--- src/rtl/pwm_trig_pkg.sv ---
// Package: shared types for the PWM-synchronized A/D trigger generator.
// Assumes a 4-bit postscaler ratio and a two-location register space.
package pwm_trig_pkg;
    localparam int unsigned RATIO_W = 4;

    typedef enum logic [0:0] {
        SEL_CMP  = 1'b0,
        SEL_CTRL = 1'b1
    } reg_sel_e;

    typedef struct packed {
        logic               phase_down;
        logic [RATIO_W-1:0] ratio;
    } trig_cfg_t;
endpackage

--- src/rtl/pwm_trig_regs.sv ---
// Register file: holds the compare value and the control word.
// Assumes DATA_W covers both CNT_W and the control field bits.
// Emits a one-cycle strobe whenever the compare location is written.
module pwm_trig_regs
    import pwm_trig_pkg::*;
#(
    parameter int unsigned CNT_W  = 10,
    parameter int unsigned DATA_W = 16
) (
    input  logic              clk,
    input  logic              rst_n,
    input  logic              wr_en,
    input  logic              wr_addr,
    input  logic [DATA_W-1:0] wr_data,
    output logic [CNT_W-1:0]  cmp_val,
    output trig_cfg_t         cfg,
    output logic              cmp_wr
);
    localparam int unsigned PHASE_BIT = RATIO_W;

    // Decode a write aimed at the compare location.
    always_comb begin
        cmp_wr = wr_en && (reg_sel_e'(wr_addr) == SEL_CMP);
    end

    // Capture the compare value.
    always_ff @(posedge clk) begin
        if (!rst_n)
            cmp_val <= '0;
        else if (cmp_wr)
            cmp_val <= wr_data[CNT_W-1:0];
    end

    // Capture the ratio and phase select.
    always_ff @(posedge clk) begin
        if (!rst_n)
            cfg <= '0;
        else if (wr_en && (reg_sel_e'(wr_addr) == SEL_CTRL)) begin
            cfg.ratio      <= wr_data[RATIO_W-1:0];
            cfg.phase_down <= wr_data[PHASE_BIT];
        end
    end
endmodule

--- src/rtl/pwm_trig_match.sv ---
// Match qualifier: finds the first cycle where the count equals the compare
// value and applies the up/down phase filter. Assumes the count is synchronous.
// A compare write in the same cycle blocks the event.
module pwm_trig_match #(
    parameter int unsigned CNT_W = 10
) (
    input  logic             clk,
    input  logic             rst_n,
    input  logic [CNT_W-1:0] tb_count,
    input  logic [CNT_W-1:0] cmp_val,
    input  logic             cmp_wr,
    input  logic             updown_mode,
    input  logic             dir_down,
    input  logic             phase_down,
    output logic             match_ok
);
    logic eq_now;
    logic eq_prev;
    logic phase_ok;

    // Compare the count with the stored value and apply the phase filter.
    always_comb begin
        eq_now   = (tb_count == cmp_val);
        phase_ok = !updown_mode || (dir_down == phase_down);
        match_ok = eq_now && !eq_prev && phase_ok && !cmp_wr;
    end

    // Remember last cycle's equality so a held count gives one event only.
    always_ff @(posedge clk) begin
        if (!rst_n)
            eq_prev <= 1'b0;
        else
            eq_prev <= eq_now;
    end
endmodule

--- src/rtl/pwm_trig_postscale.sv ---
// Postscaler: counts qualifying matches and fires a registered one-cycle
// trigger on the match that reaches the ratio. Assumes clr has priority.
module pwm_trig_postscale #(
    parameter int unsigned RW = 4
) (
    input  logic          clk,
    input  logic          rst_n,
    input  logic          match_ok,
    input  logic          clr,
    input  logic [RW-1:0] ratio,
    output logic [RW-1:0] cnt,
    output logic          trig
);
    // Advance or restart the count and generate the trigger pulse.
    always_ff @(posedge clk) begin
        if (!rst_n) begin
            cnt  <= '0;
            trig <= 1'b0;
        end else if (clr) begin
            cnt  <= '0;
            trig <= 1'b0;
        end else if (match_ok) begin
            if (cnt >= ratio) begin
                cnt  <= '0;
                trig <= 1'b1;
            end else begin
                cnt  <= cnt + 1'b1;
                trig <= 1'b0;
            end
        end else begin
            trig <= 1'b0;
        end
    end
endmodule

--- src/rtl/pwm_adc_trig.sv ---
// Top: A/D trigger generator synchronized to a PWM time base.
// Assumes tb_count, tb_dir_down and tb_updown_mode share clk.
module pwm_adc_trig
    import pwm_trig_pkg::*;
#(
    parameter int unsigned CNT_W  = 10,
    parameter int unsigned DATA_W = 16
) (
    input  logic              clk,
    input  logic              rst_n,
    input  logic [CNT_W-1:0]  tb_count,
    input  logic              tb_dir_down,
    input  logic              tb_updown_mode,
    input  logic              wr_en,
    input  logic              wr_addr,
    input  logic [DATA_W-1:0] wr_data,
    output logic              adc_trig
);
    logic [CNT_W-1:0]   cmp_val;
    trig_cfg_t          cfg;
    logic               cmp_wr;
    logic               match_ok;
    logic [RATIO_W-1:0] ps_cnt;
    logic               phase_down;

    // Expose the phase select as its own net for the checker.
    always_comb phase_down = cfg.phase_down;

    pwm_trig_regs #(.CNT_W(CNT_W), .DATA_W(DATA_W)) u_regs (
        .clk(clk), .rst_n(rst_n), .wr_en(wr_en), .wr_addr(wr_addr),
        .wr_data(wr_data), .cmp_val(cmp_val), .cfg(cfg), .cmp_wr(cmp_wr)
    );

    pwm_trig_match #(.CNT_W(CNT_W)) u_match (
        .clk(clk), .rst_n(rst_n), .tb_count(tb_count), .cmp_val(cmp_val),
        .cmp_wr(cmp_wr), .updown_mode(tb_updown_mode), .dir_down(tb_dir_down),
        .phase_down(phase_down), .match_ok(match_ok)
    );

    pwm_trig_postscale #(.RW(RATIO_W)) u_post (
        .clk(clk), .rst_n(rst_n), .match_ok(match_ok), .clr(cmp_wr),
        .ratio(cfg.ratio), .cnt(ps_cnt), .trig(adc_trig)
    );
endmodule

--- config.mk ---
export PLATFORM = sky130hd
export DESIGN_NAME = pwm_adc_trig
export DESIGN_NICKNAME = d
export VERILOG_FILES = /design/src/rtl/pwm_trig_pkg.sv /design/src/rtl/pwm_trig_regs.sv /design/src/rtl/pwm_trig_match.sv /design/src/rtl/pwm_trig_postscale.sv /design/src/rtl/pwm_adc_trig.sv
export SDC_FILE = /design/constraint.sdc
export NUM_CORES = 1
export LEC_CHECK = 0
export CAP_MARGIN = 10
export CORE_MARGIN = 4
export CORE_UTILIZATION = 55
export CTS_BUF_LIST = sky130_fd_sc_hd__clkbuf_2
export DETAILED_ROUTE_END_ITERATION = 7
export DONT_BUFFER_PORTS = 1
export GPL_TIMING_DRIVEN = 0
export MAX_ROUTING_LAYER = met4
export PLACE_DENSITY = 0.7
export REMOVE_ABC_BUFFERS = 1
export SETUP_SLACK_MARGIN = 0.02
export SLEW_MARGIN = 40
export SYNTH_ARGS = -nofsm -noshare
export SYNTH_HDL_FRONTEND = slang
export SYNTH_SLANG_ARGS = --single-unit
export TNS_END_PERCENT = 10
--- constraint.sdc ---
create_clock -name clk -period 5 [get_ports clk]
set_input_delay 0.5 -clock clk [delete_from_list [all_inputs] [get_ports clk]]
set_output_delay 0.5 -clock clk [all_outputs]
set_load 0.02 [all_outputs]
==> metrics.md, run 1 <==
| Metric | Value |
|---|---|
| Crit end category | flip-flop |
| Core area | 0.00175 mm² |
| Crit path launch type | flip-flop |
| Vias in the first global route | 765 |
| Fin area | 0.00105 mm² |
| Final Cycle Share | 37.2% |
| Global placement routability congestion | 0.764 |
| Hold Slack | 253 ps |
| CP Cell Sequence | inv_1, ha_1, nand2b_1, a21o_1, a31oi_1, a21boi_0, o22ai_1 |
| Worst-case clock buffer depth | 2 |
| Inserted Diodes | 0 |
| Drt pass-1 iters | 4 |
| Max-cap check violation count | 0 |
| Sequential element share of the synthesized area | 41.5% |
| Die area | 0.00259 mm² |
| Wire length of the first global-routing pass | 3.14 mm |
| Worst slew margin | 54.0% |
| Setup ws final | 3140 ps |
| HPWL after DPL | 1.44 mm |
| Hold crit path type | in2reg |
| Detailed Route WL | 1.90 mm |
| Worst path slowest cell | dfxtp_1 |
| Antenna Nets Post-Route | 0 |
| CTS Sinks | 21 |
| Postcts setup bufs | 0 |
| Setup tns final | 0 ps |
| Hold path start | wr_data[8] |
| Via Count | 803 |
| Vias per Instance | 5.43 |
| Post-CTS sizing | 0 |
| Initial Util | 58.1% |
| Die W | 50.9 µm |
| Final hold violation count | 0 |
| Gr ovfl total | 0 |
| Die H | 50.9 µm |
| Final slew viol count | 0 |
| # port buffers | 0 |
| Synth Register Bits | 21 |
| DRC Markers | 0 |
| Area grow syn2layout | 3.95% |
| # hold bufs at CTS | 0 |
| Placed cell count | 144 |
| Final Critical Period | 1860 ps |
| Total CTS buffers | 3 |
| Final cell count without fillers | 148 |
| RR Endpoint | u_post.cnt[3] |
| R2r startpoint | u_post.cnt[0] |
| Peak supply drop | 162 µV |
| CP arrival | 2140 ps |
| Slowest stage delay, CP | 450 ps |
| R2r setup slk | 3140 ps |
| Mean Syn Cell Area | 8.31 µm² |
| Ys Warns | 0 |
| Largest net degree at the start of global routing | 17 |
| Cells after Synth | 122 |
| CP Max Fanout | 5 |
| Final core utilization | 60.4% |
| Num rows | 15 |
| Worst path required time | 5280 ps |
| Antenna violations before repair | 0 |
| Clock Skews | 36.1 ps |
| Total number of H-tree levels | 1 |
| Clock slew at reported path FFs | 220 ps |
| Worst Tran Pin Value | 689 ps |
| Root buffer cell | clkbuf_2 |
| RSZ-0062 raised after global routing | no |
| Iteration-0 DRC Markers | 15 |
| Fin nets | 161 |
| Post-synthesis cell type count | 24 |
| Total GRT Usage | 16.6% |
| Reg2reg path depth | 7 |
| WHS Path Cells | 2 |
| DR WL/cell | 12.8 µm |
| Setup Viol. Count Final | 0 |
| Max Fclk | 538 MHz |
| Place WS | 3180 ps |
| TritonCTS clock tree | done |
| Pwr dens | 262 mW/mm² |
| I/O pins | 33 |
| Hold path endpoint | u_regs.cmp_val[8] |
| Status | finished, final reports clean |
| Cell family with the largest share of critical-path delay | compound AO/OA/AOI/OAI gates |
| Syn Std Cell Area | 0.00101 mm² |
| Worst-Skew Late Latency | 340 ps |
| Placed Area | 0.00103 mm² |
| Share of layout cells above drive strength 1 | 4.88% |
| Worst path bufs/invs | 1 |
| Crit Path Category | reg2reg |
| Lkg Pwr | 0.368 nW |
| Total Power | 0.276 mW |
## layer usage
layer	vias to the layer above	routed length, µm	GRT usage, %
met1	365	876	19.4
met3	2	63	3.50
met5	-	0	-
met4	0	8	8.52
met2	20	951	26.6
li1	416	-	-
## registers in the layout, indices dropped and copies added (netlist names)
| name | count |
|---|---|
| u_regs.cmp_val | 10 |
| u_regs.cfg | 5 |
| u_post.cnt | 4 |
| u_match.eq_prev | 1 |
| u_post.trig | 1 |
## worst max path at each step
stage                              from             to  slack (ps)  cells after the start
after CTS                 u_post.cnt[0]  u_post.cnt[3]        3150                      7
after global placement    u_post.cnt[0]  u_post.cnt[3]        3240                      7
final                     u_post.cnt[0]  u_post.cnt[3]        3140                      7
after global routing      u_post.cnt[0]  u_post.cnt[3]        3060                      7
after detailed placement    tb_count[5]  u_post.cnt[3]        3180                      5
after floorplan             tb_count[5]  u_post.cnt[2]        3410                      5
## synthesized netlist by cell type
cell type	number	share of area (%)
a21oi_1	17	8.4
nor2b_1	1	0.62
nor2_2	1	0.62
a311oi_1	1	0.86
nand2b_1	3	1.9
dfxtp_1	21	41
a21boi_1	1	0.74
nand3_1	9	4.4
nand4_1	2	1.2
ha_1	5	6.2
or3_1	2	1.2
nand2_1	29	11
a31oi_1	1	0.62
nor4b_4	1	2.3
o22ai_1	2	1.2
clkbuf_1	3	1.1
inv_1	6	2.2
xnor2_1	10	8.6
nor4_1	1	0.62
nor3b_1	1	0.74
a21o_1	2	1.5
a21boi_0	1	0.74
mux2i_1	1	0.99
xor2_1	1	0.86
## power by group
group	total [mW]	internal, mW	leakage [nW]	switching [mW]
clock network	0.0711	0.0181	0.0164	0.0530
logic	0.0285	0.0129	0.181	0.0156
registers	0.177	0.173	0.171	0.00329
total	0.276	0.204	0.368	0.0719
## layout by cell type (no fill, tap or decap), drive strengths merged
master / netlist / routed
a21boi: 2 / 2
a21o: 2 / 2
a21oi: 17 / 17
a311oi: 1 / 1
a31oi: 1 / 1
clkbuf: 3 / 3
clkinv: 0 / 1
dfxtp: 21 / 21
ha: 5 / 5
inv: 6 / 6
mux2i: 1 / 1
nand2: 29 / 29
nand2b: 3 / 3
nand3: 9 / 9
nand4: 2 / 2
nor2: 1 / 1
nor2b: 1 / 1
nor3b: 1 / 1
nor4: 1 / 1
nor4b: 1 / 1
o22ai: 2 / 2
or3: 2 / 2
xnor2: 10 / 10
xor2: 1 / 1
## logic make-up after synthesis
family | count (synthesis) | synth area share (%)
XOR/XNOR | 11 | 9.51
flip-flops | 21 | 41.5
adder cells (fa/ha/maj) | 5 | 6.17
multiplexers | 1 | 0.988
buffers and inverters | 9 | 3.33
AO/OA/AOI/OAI | 25 | 14.1
AND/OR/NAND/NOR | 50 | 24.4
## final cells by class
class,instances,area (µm²)
Clock inverter,1,5.00
Clock buffer,3,15.0
Sequential cell,21,420
Tap cell,25,31.3
Inverter,6,22.5
Multi-Input combinational cell,92,559
Fill cell,170,692
Note: power is estimated with default switching activity, not from simulation.
==> inputs of run 2 (changes only) <==
- ABC_AREA: unset -> 1
- clock period: 5 -> 1.9 ns (I/O delays scaled with it)
==> run 2 against run 1 <==
Cell count up 36%. Final area rose by 20%. Register-to-register slack lost 2700 ps. Critical path depth is 3 lower. Sequential power rose to 2.7 times the previous value. Via count increased by 27%. Wire length is 19% higher. Critical path type is now in2reg. Combinational power rose to 4.8 times the previous value. Largest power group unchanged. Sequential share of layout area shrank 6.6 points.
==> metrics.md, run 2 <==
| Metric | Value |
|---|---|
| Pwr dens | 633 mW/mm² |
| Cells after Synth | 168 |
| Core area | 0.00198 mm² |
| Xor/xnor share of the synthesized area | 2.25% |
| Peak supply drop | 470 µV |
| Crit Path Category | in2reg |
| Post-synthesis mux area share | 0% |
| Int Pwr | 0.565 mW |
| # port buffers | 0 |
| DR WL/cell | 11.2 µm |
| DRC Markers | 0 |
| Worst path bufs/invs | 2 |
| Net Switching | 0.235 mW |
| Vias per Instance | 5.05 |
| Detailed Route WL | 2.26 mm |
| Logic gate share of total power | 17.3% |
| EDFF count, synth | 0 |
| Inserted Diodes | 0 |
| Antenna Nets Post-Route | 0 |
| Post-Synth Simple-Gate Area | 32.0% |
| Wire length of the first global-routing pass | 3.76 mm |
| Root buffer cell | clkbuf_2 |
| Top cells by count, synth | 29 x nand2_1, 27 x inv_1, 23 x nor2_1 |
| Max-cap check violation count | 0 |
| Cell family with the largest share of critical-path delay | buffers and inverters |
| Clock power frac | 23.6% |
| Hold crit path type | in2reg |
| Final cell count without fillers | 202 |
| Mean Syn Cell Area | 6.96 µm² |
| CP Max Fanout | 16 |
| CP arrival | 1830 ps |
| Commonest non-fill, non-tap cell in the layout | nand2_1 |
| Iteration-0 DRC Markers | 11 |
| Worst-case clock buffer depth | 2 |
| Commonest non-fill, non-tap cells in the layout | 29 x nand2_1, 27 x inv_1, 23 x nor2_1 |
| Top cell type's share of synthesized area | 36.0% |
| Fin nets | 213 |
| Total CTS buffers | 3 |
| CP Cell Sequence | dlygate4sd3_1, o21ai_0, dlygate4sd3_1, nor2_1 |
| Final Critical Period | 1540 ps |
| Ranking of synthesized cells by area | dfxtp_1 36%, nand2_1 9.3%, inv_1 8.7%, nor2_1 7.4%, o21ai_0 6.4% |
| R2r setup slk | 470 ps |
| Die area | 0.00293 mm² |
| Setup Viol. Count Final | 0 |
| Setup tns final | 0 ps |
| Synth Register Bits | 21 |
| Crit path launch type | input port |
| Worst Tran Pin Value | 473 ps |
| Sequential element share of the synthesized area | 36.0% |
| Placed Area | 0.00119 mm² |
| Post-synthesis cell type count | 22 |
| Reg with most FFs | u_regs.cmp_val |
| Die W | 54.1 µm |
| I/O pins | 33 |
| Status | finished, final reports clean |
| Syn Std Cell Area | 0.00117 mm² |
| Num rows | 16 |
| Sw Share | 29.4% |
| Top FF cell, synth | dfxtp_1 |
| Gr ovfl total | 0 |
| Max Fclk | 650 MHz |
| HPWL after DPL | 1.76 mm |
| Initial Util | 59.0% |
| Compound-Gate Fraction of Synth Area | 14.0% |
| Final hold violation count | 0 |
| Sequential power share | 59.1% |
| Post-CTS sizing | 0 |
| Crit end category | flip-flop |
| Fin area | 0.00126 mm² |
| Placed cell count | 193 |
| Final Cycle Share | 81.0% |
| TritonCTS clock tree | done |
| Drt pass-1 iters | 5 |
| CTS Sinks | 21 |
| Adder-cell area share of the yosys netlist | 5.35% |
| FFs w/ async S/R, synth | 0% |
| Most used cell, CP | dlygate4sd3_1 |
| Max reg flops | 10 |
| Via Count | 1020 |
| Ys Warns | 0 |
| Largest net degree at the start of global routing | 20 |
| Area grow syn2layout | 8.14% |
| Largest family of logic cells by synthesized area | simple AND/OR/NAND/NOR gates |
| RSZ-0062 raised after global routing | no |
| Clock Skews | 14.4 ps |
| Final slew viol count | 0 |
| Count leader, synth | nand2_1 |
| Global placement routability congestion | 0.811 |
| Share of layout cells above drive strength 1 | 12.6% |
| Die H | 54.1 µm |
| Slowest stage delay, CP | 830 ps |
| Top flop regs | u_regs.cmp_val: 10 flops, u_regs.cfg: 5 flops, u_post.cnt: 4 flops |
| Total GRT Usage | 18.6% |
| Vias in the first global route | 954 |
| Worst-Skew Late Latency | 330 ps |
| Largest area contributor in the netlist | dfxtp_1 |
| Total number of H-tree levels | 1 |
| Antenna violations before repair | 0 |
| Worst path required time | 2190 ps |
| Worst slew margin | 68.4% |
| Worst path slowest cell | dlygate4sd3_1 |
| Clock slew at reported path FFs | 210 ps |
| Lkg Pwr | 0.583 nW |
[run 2: cell count changes after synthesis, moves of 3 or more]
| cell | before | now |
|---|---|---|
| xnor2_1 | 10 | 3 |
| nand2b_1 | 3 | 0 |
| nand3_1 | 9 | 6 |
| nand2_2 | 0 | 4 |
| inv_2 | 0 | 3 |
| inv_1 | 6 | 27 |
| nor2_1 | 0 | 23 |
| o21ai_0 | 0 | 15 |
| a21oi_1 | 17 | 12 |
| nor2_2 | 1 | 6 |
[run 2: worst paths after layout]
path / depth (start not counted) / startpoint / end
worst min register to register: 2 / u_regs.cmp_val[0] / u_regs.cmp_val[0]
worst max register to register: 7 / u_regs.cfg[3] / u_post.cnt[1]
worst max-delay path: 4 / rst_n / u_regs.cfg[0]
worst min-delay path: 2 / wr_data[0] / u_regs.cmp_val[0]
[run 2: per-layer routing]
metal / global-route usage [%] / vias to the layer above / part of all wire [%]
met2: 31.9 / 28 / 47
met3: 3.60 / 4 / 5.6
met1: 21.0 / 445 / 47
li1: - / 543 / -
met5: - / - / 0
met4: 7.47 / 0 / 0.97
[run 2: what timing repair did]
action | 4_1_cts | 5_1_grt
endpoints found under the hold margin | 16 | 0
hold buffers | 5 | 0
setup buffers | 0 | 0
[run 2: cells by family after synthesis]
group                      Yosys count
AOI/OAI and AO/OA                   29
xor gates and xnor gates             3
adders and majority gates            5
buffers and inverters               32
DFF                                 21
and+or+nand+nor                     78
[run 2: final cells by class]
type                            count  area, µm²
Fill cell                         180        718
Multi-Input combinational cell    115        627
Sequential cell                    21        420
Inverter                           30        113
Timing Repair Buffer                5       50.0
Tap cell                           27       33.8
Clock buffer                        3       15.0
Clock inverter                      1       5.00
[run 2: power groups by stage]
stage / clock [mW] / combinational (mW) / sequential, mW
detailed placement: 0 / 0.125 / 0.482
global placement: 0 / 0.121 / 0.481
finish: 0.189 / 0.138 / 0.473
CTS: 0.201 / 0.138 / 0.473
global route: 0.216 / 0.160 / 0.475
floorplan: 0 / 0.107 / 0.480
[run 2: metrics by stage]
stage	worst slack, ps	utilization, %	hold slack (ps)	total power, mW
6_report	361	63.8	42.1	0.800
3_5_place_dp	513	60.2	333	0.607
5_1_grt	272	63.8	31.7	0.851
3_3_place_gp	544	60.2	330	0.602
4_1_cts	378	63.8	21.5	0.812
2_1_floorplan	656	-	325	0.587
